### src/rtl/pwm_pkg.sv
package pwm_pkg;
  typedef enum logic [2:0] {
    MODE_STD      = 3'd0,
    MODE_COMP     = 3'd1,
    MODE_PUSHPULL = 3'd2,
    MODE_MULTIPH  = 3'd3,
    MODE_VARPH    = 3'd4,
    MODE_CURRST   = 3'd5,
    MODE_CURLIM   = 3'd6
  } pwm_mode_e;
endpackage

### src/rtl/pwm_rst_sync.sv
module pwm_rst_sync #(
  parameter int STAGES = 2
) (
  input  logic clk,
  input  logic rst_n,
  output logic rs_n
);
  logic [STAGES-1:0] chain_q;

  always_ff @(posedge clk or negedge rst_n) begin
    if (!rst_n) chain_q <= '0;
    else        chain_q <= {chain_q[STAGES-2:0], 1'b1};
  end

  assign rs_n = chain_q[STAGES-1];
endmodule

### src/rtl/pwm_shadow_regs.sv
module pwm_shadow_regs #(
  parameter int CNT_W = 8
) (
  input  logic             clk,
  input  logic             rs_n,
  input  logic             cfg_load,
  input  logic [CNT_W-1:0] cfg_period,
  input  logic [CNT_W-1:0] cfg_duty,
  input  logic [CNT_W-1:0] cfg_phase,
  input  logic             restart,
  input  logic             live_phase,
  output logic [CNT_W-1:0] per_act,
  output logic [CNT_W-1:0] duty_act,
  output logic [CNT_W-1:0] ph_act
);
  logic [CNT_W-1:0] per_sh_q, duty_sh_q, ph_sh_q;
  logic [CNT_W-1:0] per_sh_d, duty_sh_d, ph_sh_d;
  logic [CNT_W-1:0] per_d, duty_d, ph_d;
  logic             ph_en;

  always_comb begin
    per_sh_d  = per_sh_q;
    duty_sh_d = duty_sh_q;
    ph_sh_d   = ph_sh_q;
    if (cfg_load) begin
      per_sh_d  = cfg_period;
      duty_sh_d = cfg_duty;
      ph_sh_d   = cfg_phase;
    end
    ph_en  = restart | live_phase;
    per_d  = restart ? per_sh_q  : per_act;
    duty_d = restart ? duty_sh_q : duty_act;
    ph_d   = ph_en   ? ph_sh_q   : ph_act;
  end

  always_ff @(posedge clk or negedge rs_n) begin
    if (!rs_n) begin
      per_sh_q  <= '0;
      duty_sh_q <= '0;
      ph_sh_q   <= '0;
      per_act   <= '0;
      duty_act  <= '0;
      ph_act    <= '0;
    end else begin
      per_sh_q  <= per_sh_d;
      duty_sh_q <= duty_sh_d;
      ph_sh_q   <= ph_sh_d;
      per_act   <= per_d;
      duty_act  <= duty_d;
      ph_act    <= ph_d;
    end
  end
endmodule

### src/rtl/pwm_timebase.sv
module pwm_timebase #(
  parameter int CNT_W = 8
) (
  input  logic             clk,
  input  logic             rs_n,
  input  logic [CNT_W-1:0] per_act,
  input  logic [CNT_W-1:0] duty_act,
  input  logic             sync_req,
  input  logic             cr_mode,
  input  logic             cmp_in,
  output logic [CNT_W-1:0] cnt,
  output logic             restart
);
  localparam int CW1 = CNT_W + 1;

  logic [CNT_W-1:0] cnt_d;
  logic             last, off_end;

  always_comb begin
    last    = ({1'b0, cnt} + CW1'(1)) >= {1'b0, per_act};
    off_end = cr_mode && cmp_in && (cnt >= duty_act);
    restart = last | off_end | sync_req;
    cnt_d   = restart ? '0 : cnt + CNT_W'(1);
  end

  always_ff @(posedge clk or negedge rs_n) begin
    if (!rs_n) cnt <= '0;
    else       cnt <= cnt_d;
  end
endmodule

### src/rtl/pwm_out_stage.sv
module pwm_out_stage #(
  parameter int CNT_W = 8
) (
  input  logic             clk,
  input  logic             rs_n,
  input  pwm_pkg::pwm_mode_e mode,
  input  logic [CNT_W-1:0] cnt,
  input  logic [CNT_W-1:0] per_act,
  input  logic [CNT_W-1:0] duty_act,
  input  logic [CNT_W-1:0] ph_act,
  input  logic             restart,
  input  logic             cmp_in,
  input  logic             en_lo,
  output logic             pwm_hi,
  output logic             pwm_lo
);
  import pwm_pkg::*;

  logic [CNT_W:0] pos;
  logic           use_phase, cl_mode, raw_on, pulse;
  logic           trunc_q, trunc_d, sel_q, sel_d, hi_d, lo_d;

  always_comb begin
    use_phase = (mode == MODE_MULTIPH) || (mode == MODE_VARPH);
    cl_mode   = (mode == MODE_CURLIM);
    if (use_phase) begin
      if (cnt >= ph_act) pos = {1'b0, cnt} - {1'b0, ph_act};
      else               pos = {1'b0, cnt} + {1'b0, per_act} - {1'b0, ph_act};
    end else begin
      pos = {1'b0, cnt};
    end
    raw_on = (duty_act != '0) &&
             ((duty_act >= per_act) || (pos < {1'b0, duty_act}));
    pulse  = raw_on && !trunc_q && !(cl_mode && cmp_in);

    trunc_d = trunc_q;
    if (restart)                trunc_d = 1'b0;
    else if (cl_mode && cmp_in) trunc_d = 1'b1;

    sel_d = restart ? !sel_q : sel_q;

    case (mode)
      MODE_STD: begin
        hi_d = pulse;
        lo_d = pulse && en_lo;
      end
      MODE_PUSHPULL: begin
        hi_d = pulse && !sel_q;
        lo_d = pulse && sel_q;
      end
      default: begin
        hi_d = pulse;
        lo_d = !pulse;
      end
    endcase
  end

  always_ff @(posedge clk or negedge rs_n) begin
    if (!rs_n) begin
      trunc_q <= 1'b0;
      sel_q   <= 1'b0;
      pwm_hi  <= 1'b0;
      pwm_lo  <= 1'b0;
    end else begin
      trunc_q <= trunc_d;
      sel_q   <= sel_d;
      pwm_hi  <= hi_d;
      pwm_lo  <= lo_d;
    end
  end
endmodule

### src/rtl/pwm_pair_gen.sv
module pwm_pair_gen #(
  parameter int CNT_W = 8
) (
  input  logic             clk,
  input  logic             rst_n,
  input  logic [2:0]       cfg_mode,
  input  logic [CNT_W-1:0] cfg_period,
  input  logic [CNT_W-1:0] cfg_duty,
  input  logic [CNT_W-1:0] cfg_phase,
  input  logic             cfg_load,
  input  logic             en_lo,
  input  logic             sync_in,
  input  logic             cmp_in,
  output logic             pwm_hi,
  output logic             pwm_lo,
  output logic             sync_out
);
  import pwm_pkg::*;

  pwm_mode_e        mode;
  logic             rs_n, restart, sync_req, cr_mode, live_phase;
  logic [CNT_W-1:0] cnt, per_act, duty_act, ph_act;

  always_comb begin
    mode       = pwm_mode_e'(cfg_mode);
    sync_req   = sync_in && ((mode == MODE_MULTIPH) || (mode == MODE_VARPH));
    cr_mode    = (mode == MODE_CURRST);
    live_phase = (mode == MODE_VARPH);
  end

  pwm_rst_sync #(.STAGES(2)) u_rst (
    .clk(clk), .rst_n(rst_n), .rs_n(rs_n)
  );

  pwm_shadow_regs #(.CNT_W(CNT_W)) u_shadow (
    .clk(clk), .rs_n(rs_n), .cfg_load(cfg_load),
    .cfg_period(cfg_period), .cfg_duty(cfg_duty), .cfg_phase(cfg_phase),
    .restart(restart), .live_phase(live_phase),
    .per_act(per_act), .duty_act(duty_act), .ph_act(ph_act)
  );

  pwm_timebase #(.CNT_W(CNT_W)) u_tb (
    .clk(clk), .rs_n(rs_n), .per_act(per_act), .duty_act(duty_act),
    .sync_req(sync_req), .cr_mode(cr_mode), .cmp_in(cmp_in),
    .cnt(cnt), .restart(restart)
  );

  pwm_out_stage #(.CNT_W(CNT_W)) u_out (
    .clk(clk), .rs_n(rs_n), .mode(mode), .cnt(cnt), .per_act(per_act),
    .duty_act(duty_act), .ph_act(ph_act), .restart(restart),
    .cmp_in(cmp_in), .en_lo(en_lo), .pwm_hi(pwm_hi), .pwm_lo(pwm_lo)
  );

  assign sync_out = (cnt == '0);
endmodule

### config.mk
export PLATFORM = sky130hd
export DESIGN_NAME = pwm_pair_gen
export DESIGN_NICKNAME = d
export VERILOG_FILES = /design/src/rtl/pwm_pkg.sv /design/src/rtl/pwm_rst_sync.sv /design/src/rtl/pwm_shadow_regs.sv /design/src/rtl/pwm_timebase.sv /design/src/rtl/pwm_out_stage.sv /design/src/rtl/pwm_pair_gen.sv
export SDC_FILE = /design/constraint.sdc
export NUM_CORES = 1
export LEC_CHECK = 0
export BUFFER_PORTS_ARGS = -buffer_cell sky130_fd_sc_hd__buf_2
export CAP_MARGIN = 15
export CORE_MARGIN = 10
export CORE_UTILIZATION = 41
export DETAILED_ROUTE_END_ITERATION = 6
export MAX_ROUTING_LAYER = met4
export PLACE_DENSITY = 0.66
export REMOVE_ABC_BUFFERS = 1
export SYNTH_ARGS = -nofsm -noshare
export SYNTH_HDL_FRONTEND = slang
export SYNTH_SLANG_ARGS = --single-unit
### constraint.sdc
create_clock -name clk -period 3.1 [get_ports clk]
set_input_delay 0.155 -clock clk [delete_from_list [all_inputs] [get_ports clk]]
set_output_delay 0.155 -clock clk [all_outputs]
set_load 0.05 [all_outputs]
# == Yosys cells after proc, flatten, opt, wreduce, memory -nomap -nowiden ==
# Cells that the tools add are included.
# classes
n_addsub,5
order_cmp,5
n_eq_ne,5
muxes,7
n_bitwise,3
n_reduce_logical,20
# op_table
operator,n
8-bit greater-or-equal comparator,3
9-bit 2-to-1 mux,2
1-bit logical AND,10
8-bit by 1-bit adder with 9-bit output (second input constant),1
8-bit by 8-bit adder with 9-bit output,1
3-bit equality test (second input constant),3
9-bit by 8-bit greater-or-equal comparator with 1-bit output,1
9-bit by 8-bit less-than comparator with 1-bit output,1
8-bit by 8-bit subtractor with 9-bit output,1
9-bit by 8-bit subtractor with 9-bit output,1
8-bit by 1-bit adder with 8-bit output (second input constant),1
8-bit logical NOT,1
8-bit 2-to-1 mux,1
8-bit nonzero test,1
3-bit by 2-bit equality test with 1-bit output (second input constant),2
1-bit logical NOT,4
3-bit logical NOT,1
1-bit 2-to-1 mux,3
1-bit bitwise OR,3
1-bit logical OR,2
1-bit one-hot mux with 2 select lines,1
2-bit nonzero test,1
# totals
ff_bits,62
inputBits,33
out_inout_bits,3

# == Longest topological paths before layout ==
# depth
depth_word,11
depth_mapped,21

# == Hierarchy ==
# A second synthesis with hierarchy kept.
# hier_totals
hier_cells,431
area_unflattened_um2,4550.6
# by_module_without_submodules
module,instances,cells_each,area_per_inst_um2,seq_area_each_um2
pwm_shadow_regs,1,102,1939.4,1201.2
pwm_out_stage,1,230,1710.4,100.1
pwm_timebase,1,89,795.8,200.2
pwm_rst_sync,1,3,53.8,50.0
pwm_pair_gen,1,7,51.3,0.0

# == Worst setup path after synthesis ==
# Ideal clock, no wire load.
# synth_timing
path_kind,reg2reg
startpoint,reg u_tb.cnt[1]
endpoint,reg u_out.pwm_lo
setup_ns,0.124
arrival_ns,3.800
path_slack_ns,-0.824
path_stages_with_launch,19
path_buffers,0
cell_sequence,dfrtp_1 inv_1 fa_1 inv_1 ha_1 a21oi_1 nor2_1 a311o_1 o41ai_1 xnor2_1 a32oi_1 a31oi_1 ha_1 nand3_1 nor3_1 nor4b_1 nand4bb_1 a31oi_1 a211o_1
# synth_between
elab_chain_cells,11
elab_cells_between_ends,15
cone_classes,3 x add/sub; 2 x order compare; 3 x mux; 7 x reduce/logical
# synth_rtl
item,line,source
from (decl),pwm_timebase.sv:11,"output logic [CNT_W-1:0] cnt,"
from (signal assigned),pwm_timebase.sv:28,else cnt <= cnt_d;
8-bit by 8-bit adder with 9-bit output,pwm_out_stage.sv:28,"else pos = {1'b0, cnt} + {1'b0, per_act} - {1'b0, ph_act};"
9-bit by 8-bit subtractor with 9-bit output,pwm_out_stage.sv:28,
9-bit 2-to-1 mux,pwm_out_stage.sv:27,"if (cnt >= ph_act) pos = {1'b0, cnt} - {1'b0, ph_act};"
9-bit 2-to-1 mux *,pwm_out_stage.sv:26,if (use_phase) begin
9-bit by 8-bit less-than comparator with 1-bit output *,pwm_out_stage.sv:33,"((duty_act >= per_act) || (pos < {1'b0, duty_act}));"
1-bit logical OR *,pwm_out_stage.sv:33,
1-bit logical AND *,pwm_out_stage.sv:32,raw_on = (duty_act != '0) &&
1-bit logical AND * (2 in series),pwm_out_stage.sv:34,pulse = raw_on && !trunc_q && !(cl_mode && cmp_in);
1-bit logical NOT (tied with other cells),pwm_out_stage.sv:53,lo_d = !pulse;
1-bit one-hot mux with 2 select lines *,pwm_out_stage.sv:42,case (mode)
via u_out.lo_d,pwm_out_stage.sv:21,"logic trunc_q, trunc_d, sel_q, sel_d, hi_d, lo_d;"
to (signal assigned),pwm_out_stage.sv:68,pwm_lo <= lo_d;
to (decl),pwm_out_stage.sv:15,output logic pwm_lo
# Mark *: on every way through the listed nets, which the timed path passes. The rest lies on a longest branch.
# A chain may end at the register's enable or synchronous reset.

# == Worst setup path after layout ==
# layout_timing
startpoint,reg u_shadow.per_act[1]
endpoint,reg u_out.pwm_lo
# layout_between
elab_chain_cells,11
elab_cells_between_ends,14
cone_classes,2 x add/sub; 2 x order compare; 3 x mux; 7 x reduce/logical
# layout_rtl
item,line,source
from (decl),pwm_shadow_regs.sv:12,"output logic [CNT_W-1:0] per_act,"
from (signal assigned),pwm_shadow_regs.sv:48,per_act <= per_d;
8-bit by 8-bit adder with 9-bit output,pwm_out_stage.sv:28,
9-bit by 8-bit subtractor with 9-bit output,pwm_out_stage.sv:28,
9-bit 2-to-1 mux,pwm_out_stage.sv:27,
9-bit 2-to-1 mux,pwm_out_stage.sv:26,
9-bit by 8-bit less-than comparator with 1-bit output,pwm_out_stage.sv:33,
1-bit logical OR *,pwm_out_stage.sv:33,
1-bit logical AND *,pwm_out_stage.sv:32,
1-bit logical AND * (2 in series),pwm_out_stage.sv:34,
1-bit logical NOT (tied with other cells),pwm_out_stage.sv:53,
1-bit one-hot mux with 2 select lines *,pwm_out_stage.sv:42,
via u_out.lo_d,pwm_out_stage.sv:21,
# Marks and branches as above.

==> results.sh <==
export IMPL_status="finished with violations"
export IMPL_violations="negative setup slack"
export IMPL_drtIter0Drc=122
export IMPL_peakVddDrop_uv=503
export IMPL_syn_area_um2=4260
export IMPL_maxSlewHeadroom_pct=60.2
export IMPL_pre_cts_ws_ns=-0.988
export IMPL_wl_per_cell_um=16.3
export IMPL_grt_pass1_wl_um=17800
export IMPL_synth_edf_count=0
export IMPL_p_clk_share_pct=12.2
export IMPL_intPower_mw=4.21
export IMPL_max_freq_ghz=0.250
export IMPL_grt_max_degree=49
export IMPL_drv_slew=0
export IMPL_synth_most_common_cell="dfrtp_1"
export IMPL_cts_max_path_buffers=2
export IMPL_core_rowCount=37
export IMPL_drc=0
export IMPL_nets=625
export IMPL_p_comb_share_pct=70.5
export IMPL_finalClockSkew_ns=0.0133
export IMPL_synth_commonest_cells="62 x dfrtp_1, 52 x inv_1, 49 x ha_1, 48 x mux2_2, 21 x nor2_1"
export IMPL_fin_ws_ns=-0.903
export IMPL_synth_top_area_share_pct=36.4
export IMPL_worstPathArrival_ns=4.30
export IMPL_seqCellArea_um2=1550
export IMPL_gr_usage_all_layers_pct=15.7
export IMPL_seq_power_share_pct=17.4
export IMPL_routed_wl_um=11000
export IMPL_crit_fanout=3
export IMPL_yosysWarningCount=0
export IMPL_period_share_pct=129
export IMPL_cts_buffers=9
export IMPL_startpoint_type="register"
export IMPL_synth_distinct_cells=52
export IMPL_cts_root_buffer="clkbuf_8"
export IMPL_fillers=896
export IMPL_die_w_um=122
export IMPL_antenna_left=0
export IMPL_start_util_pct=41.7
export IMPL_core_um2=10200
export IMPL_ys_top_cells_by_area="dfrtp_1 36%, ha_1 14%, mux2_2 13%"
export IMPL_crit_type="register to register"
export IMPL_synth_cells=410
export IMPL_crit_path_end_kind="register"
export IMPL_total_power_mw=7.24
export IMPL_tightest_slew_ns=0.593
export IMPL_min_period_ns=4.00
export IMPL_setup_violations_final=2
export IMPL_whs_ns=0.0160
export IMPL_gp_routability_congestion=0.921
export IMPL_p_leak_nw=2.75
export IMPL_clk_latency_ns=0.36
export IMPL_p_switching_mw=3.03
export IMPL_required_ns=3.40
export IMPL_die_area_um2=14900
export IMPL_grt_ovfl_total=0
export IMPL_maxCapViolCount=0
export IMPL_rsz0062_at_grt="yes"
export IMPL_cts_max_level=3
export IMPL_synth_flop_cell="dfrtp_1"
export IMPL_async_flop_share_pct=100
export IMPL_cts_sinks=62
export IMPL_portBuffers=35
export IMPL_dr_pass1_iters=4
export IMPL_fp_dieH_um=122
export IMPL_cts_tree="yes"
export IMPL_design_portCount=36
export IMPL_dp_final_hpwl_um=8750
export IMPL_grt_pass1_vias=3685
export IMPL_vias=3480
export IMPL_finalHoldViolCount=0
export IMPL_viasPerCell=5.16
export IMPL_switching_share_pct=41.9
export IMPL_area_delta_synth_final_pct=32.6
export IMPL_yosys_register_bits=62
export IMPL_hold_path_class="input port to register"
export IMPL_p_per_area_nw_per_um2=1280
export IMPL_multiInputGateArea_um2=2620
export IMPL_antenna_found_initial=0
export IMPL_avgSynthCellArea_um2=10.4
export IMPL_num_antenna_cells=0
export IMPL_clk_pin_slew_ns=0.08
export IMPL_yosys_area_top_type="dfrtp_1"
export IMPL_ys_seq_area_share_pct=36.4
export IMPL_layout_drive_gt1_share_pct=39.9
## final timing paths
check / startpoint / to / slack, ns / cells past startpoint
setup / recovery: u_shadow.per_act[1] / u_out.pwm_lo / -0.90 / 20
hold / removal: cfg_phase[1] / u_shadow.ph_sh_q[1] / 0.02 / 2
setup reg to reg: u_shadow.per_act[1] / u_out.pwm_lo / -0.90 / 20
hold reg to reg: u_rst.chain_q[1] / u_shadow.duty_act[3] / 0.27 / 0
max in group asynchronous: u_rst.chain_q[1] / u_shadow.ph_sh_q[5] / 2.21 / 1
min in group asynchronous: rst_n / u_rst.chain_q[1] / 0.11 / 2
## layout by cell type (no fill, tap or decap), types with 5 or more instances in the layout
cell type	n
o21ai_0	16
nor3_1	5
ha_1	44
nor2b_1	5
a21o_1	5
o21a_1	8
fa_1	9
nor2_1	20
nor4_1	6
inv_1	50
nand3_1	6
buf_4	79
xnor2_1	10
a21oi_1	16
dfrtp_1	61
mux2_2	48
and2_1	9
clkbuf_8	9
buf_2	35
nand2_1	11
## cell type report
class | instances | area share, %
clock buffer | 9 | 2.19
clock inverter | 7 | 2.13
inverter | 52 | 3.45
multi-input combinational | 288 | 46.3
sequential | 62 | 27.5
tap | 136 | 3.01
timing repair buffer | 121 | 15.4
## repair_timing
item | 4_1_cts | 5_1_grt
setup buffers | 7 | 6
pin swaps | 18 | 22
setup endpoints to repair | 2 | 26
resized for setup | 11 | 21
endpoints found under the hold margin | 2 | 0
cloned | 0 | 0
hold buffers | 1 | 0
## stage by stage
stage	setup TNS [ns]	cell area, um^2	util [%]	std cells
3_5_place_dp	-1.94	5120	50.0	644
4_1_cts	-1.79	5470	53.5	668
5_1_grt	-2.08	5650	55.2	675
3_3_place_gp	-1.68	5120	50.0	644
6_report	-1.80	5650	55.2	675
2_1_floorplan	-1.64	4230	-	402
## routing by layer
metal | global-route usage, % | up-vias | routed length [um]
met5 | - | - | 0
met1 | 19.4 | 1695 | 5260
li1 | - | 1703 | -
met3 | 1.99 | 23 | 229
met2 | 25.2 | 59 | 5260
met4 | 6.78 | 0 | 273
## sequential cells by signal, indices dropped and copies added (netlist names)
name / flops
u_shadow.duty_sh_q: 8
u_shadow.per_sh_q: 8
u_out.sel_q: 1
u_shadow.ph_act: 8
u_rst.chain_q: 2
u_tb.cnt: 8
u_shadow.per_act: 8
u_out.trunc_q: 1
u_out.pwm_lo: 1
u_shadow.duty_act: 8
u_shadow.ph_sh_q: 8
u_out.pwm_hi: 1
## critical path: stages (launching register included)
cell	delay, ns
dfrtp_1	0.36
inv_2	0.05
fa_1	0.58
inv_2	0.06
ha_4	0.27
a21oi_4	0.06
buf_6	0.11
buf_4	0.13
buf_6	0.11
buf_4	0.12
o21bai_1	0.16
xor2_1	0.09
a21oi_1	0.17
a21oi_1	0.09
ha_1	0.29
nand4_1	0.22
o32ai_2	0.31
a21oi_1	0.06
or3_1	0.33
a31oi_2	0.23
a211o_1	0.15
## cells by family after synthesis
kind of cell / Yosys count / synth area share, %
compound gates: 78 / 12.2
simple gates: 88 / 11.4
flops: 62 / 36.4
other cells: 1 / 0.0880
mux: 50 / 13.2
xor+xnor: 13 / 2.67
fa+ha+maj: 58 / 18.6
buf+inv: 60 / 5.43
## power groups by stage
| stage | Combinational, mW | Clock, mW | Sequential [mW] |
|---|---|---|---|
| finish | 5.10 | 0.882 | 1.26 |
| global route | 5.65 | 0.938 | 1.29 |
| CTS | 4.72 | 0.898 | 1.26 |
| detailed placement | 4.41 | 0 | 1.28 |
| global placement | 4.31 | 0 | 1.27 |
| floorplan | 2.71 | 0 | 1.30 |
(Power assumes the default switching activity.)
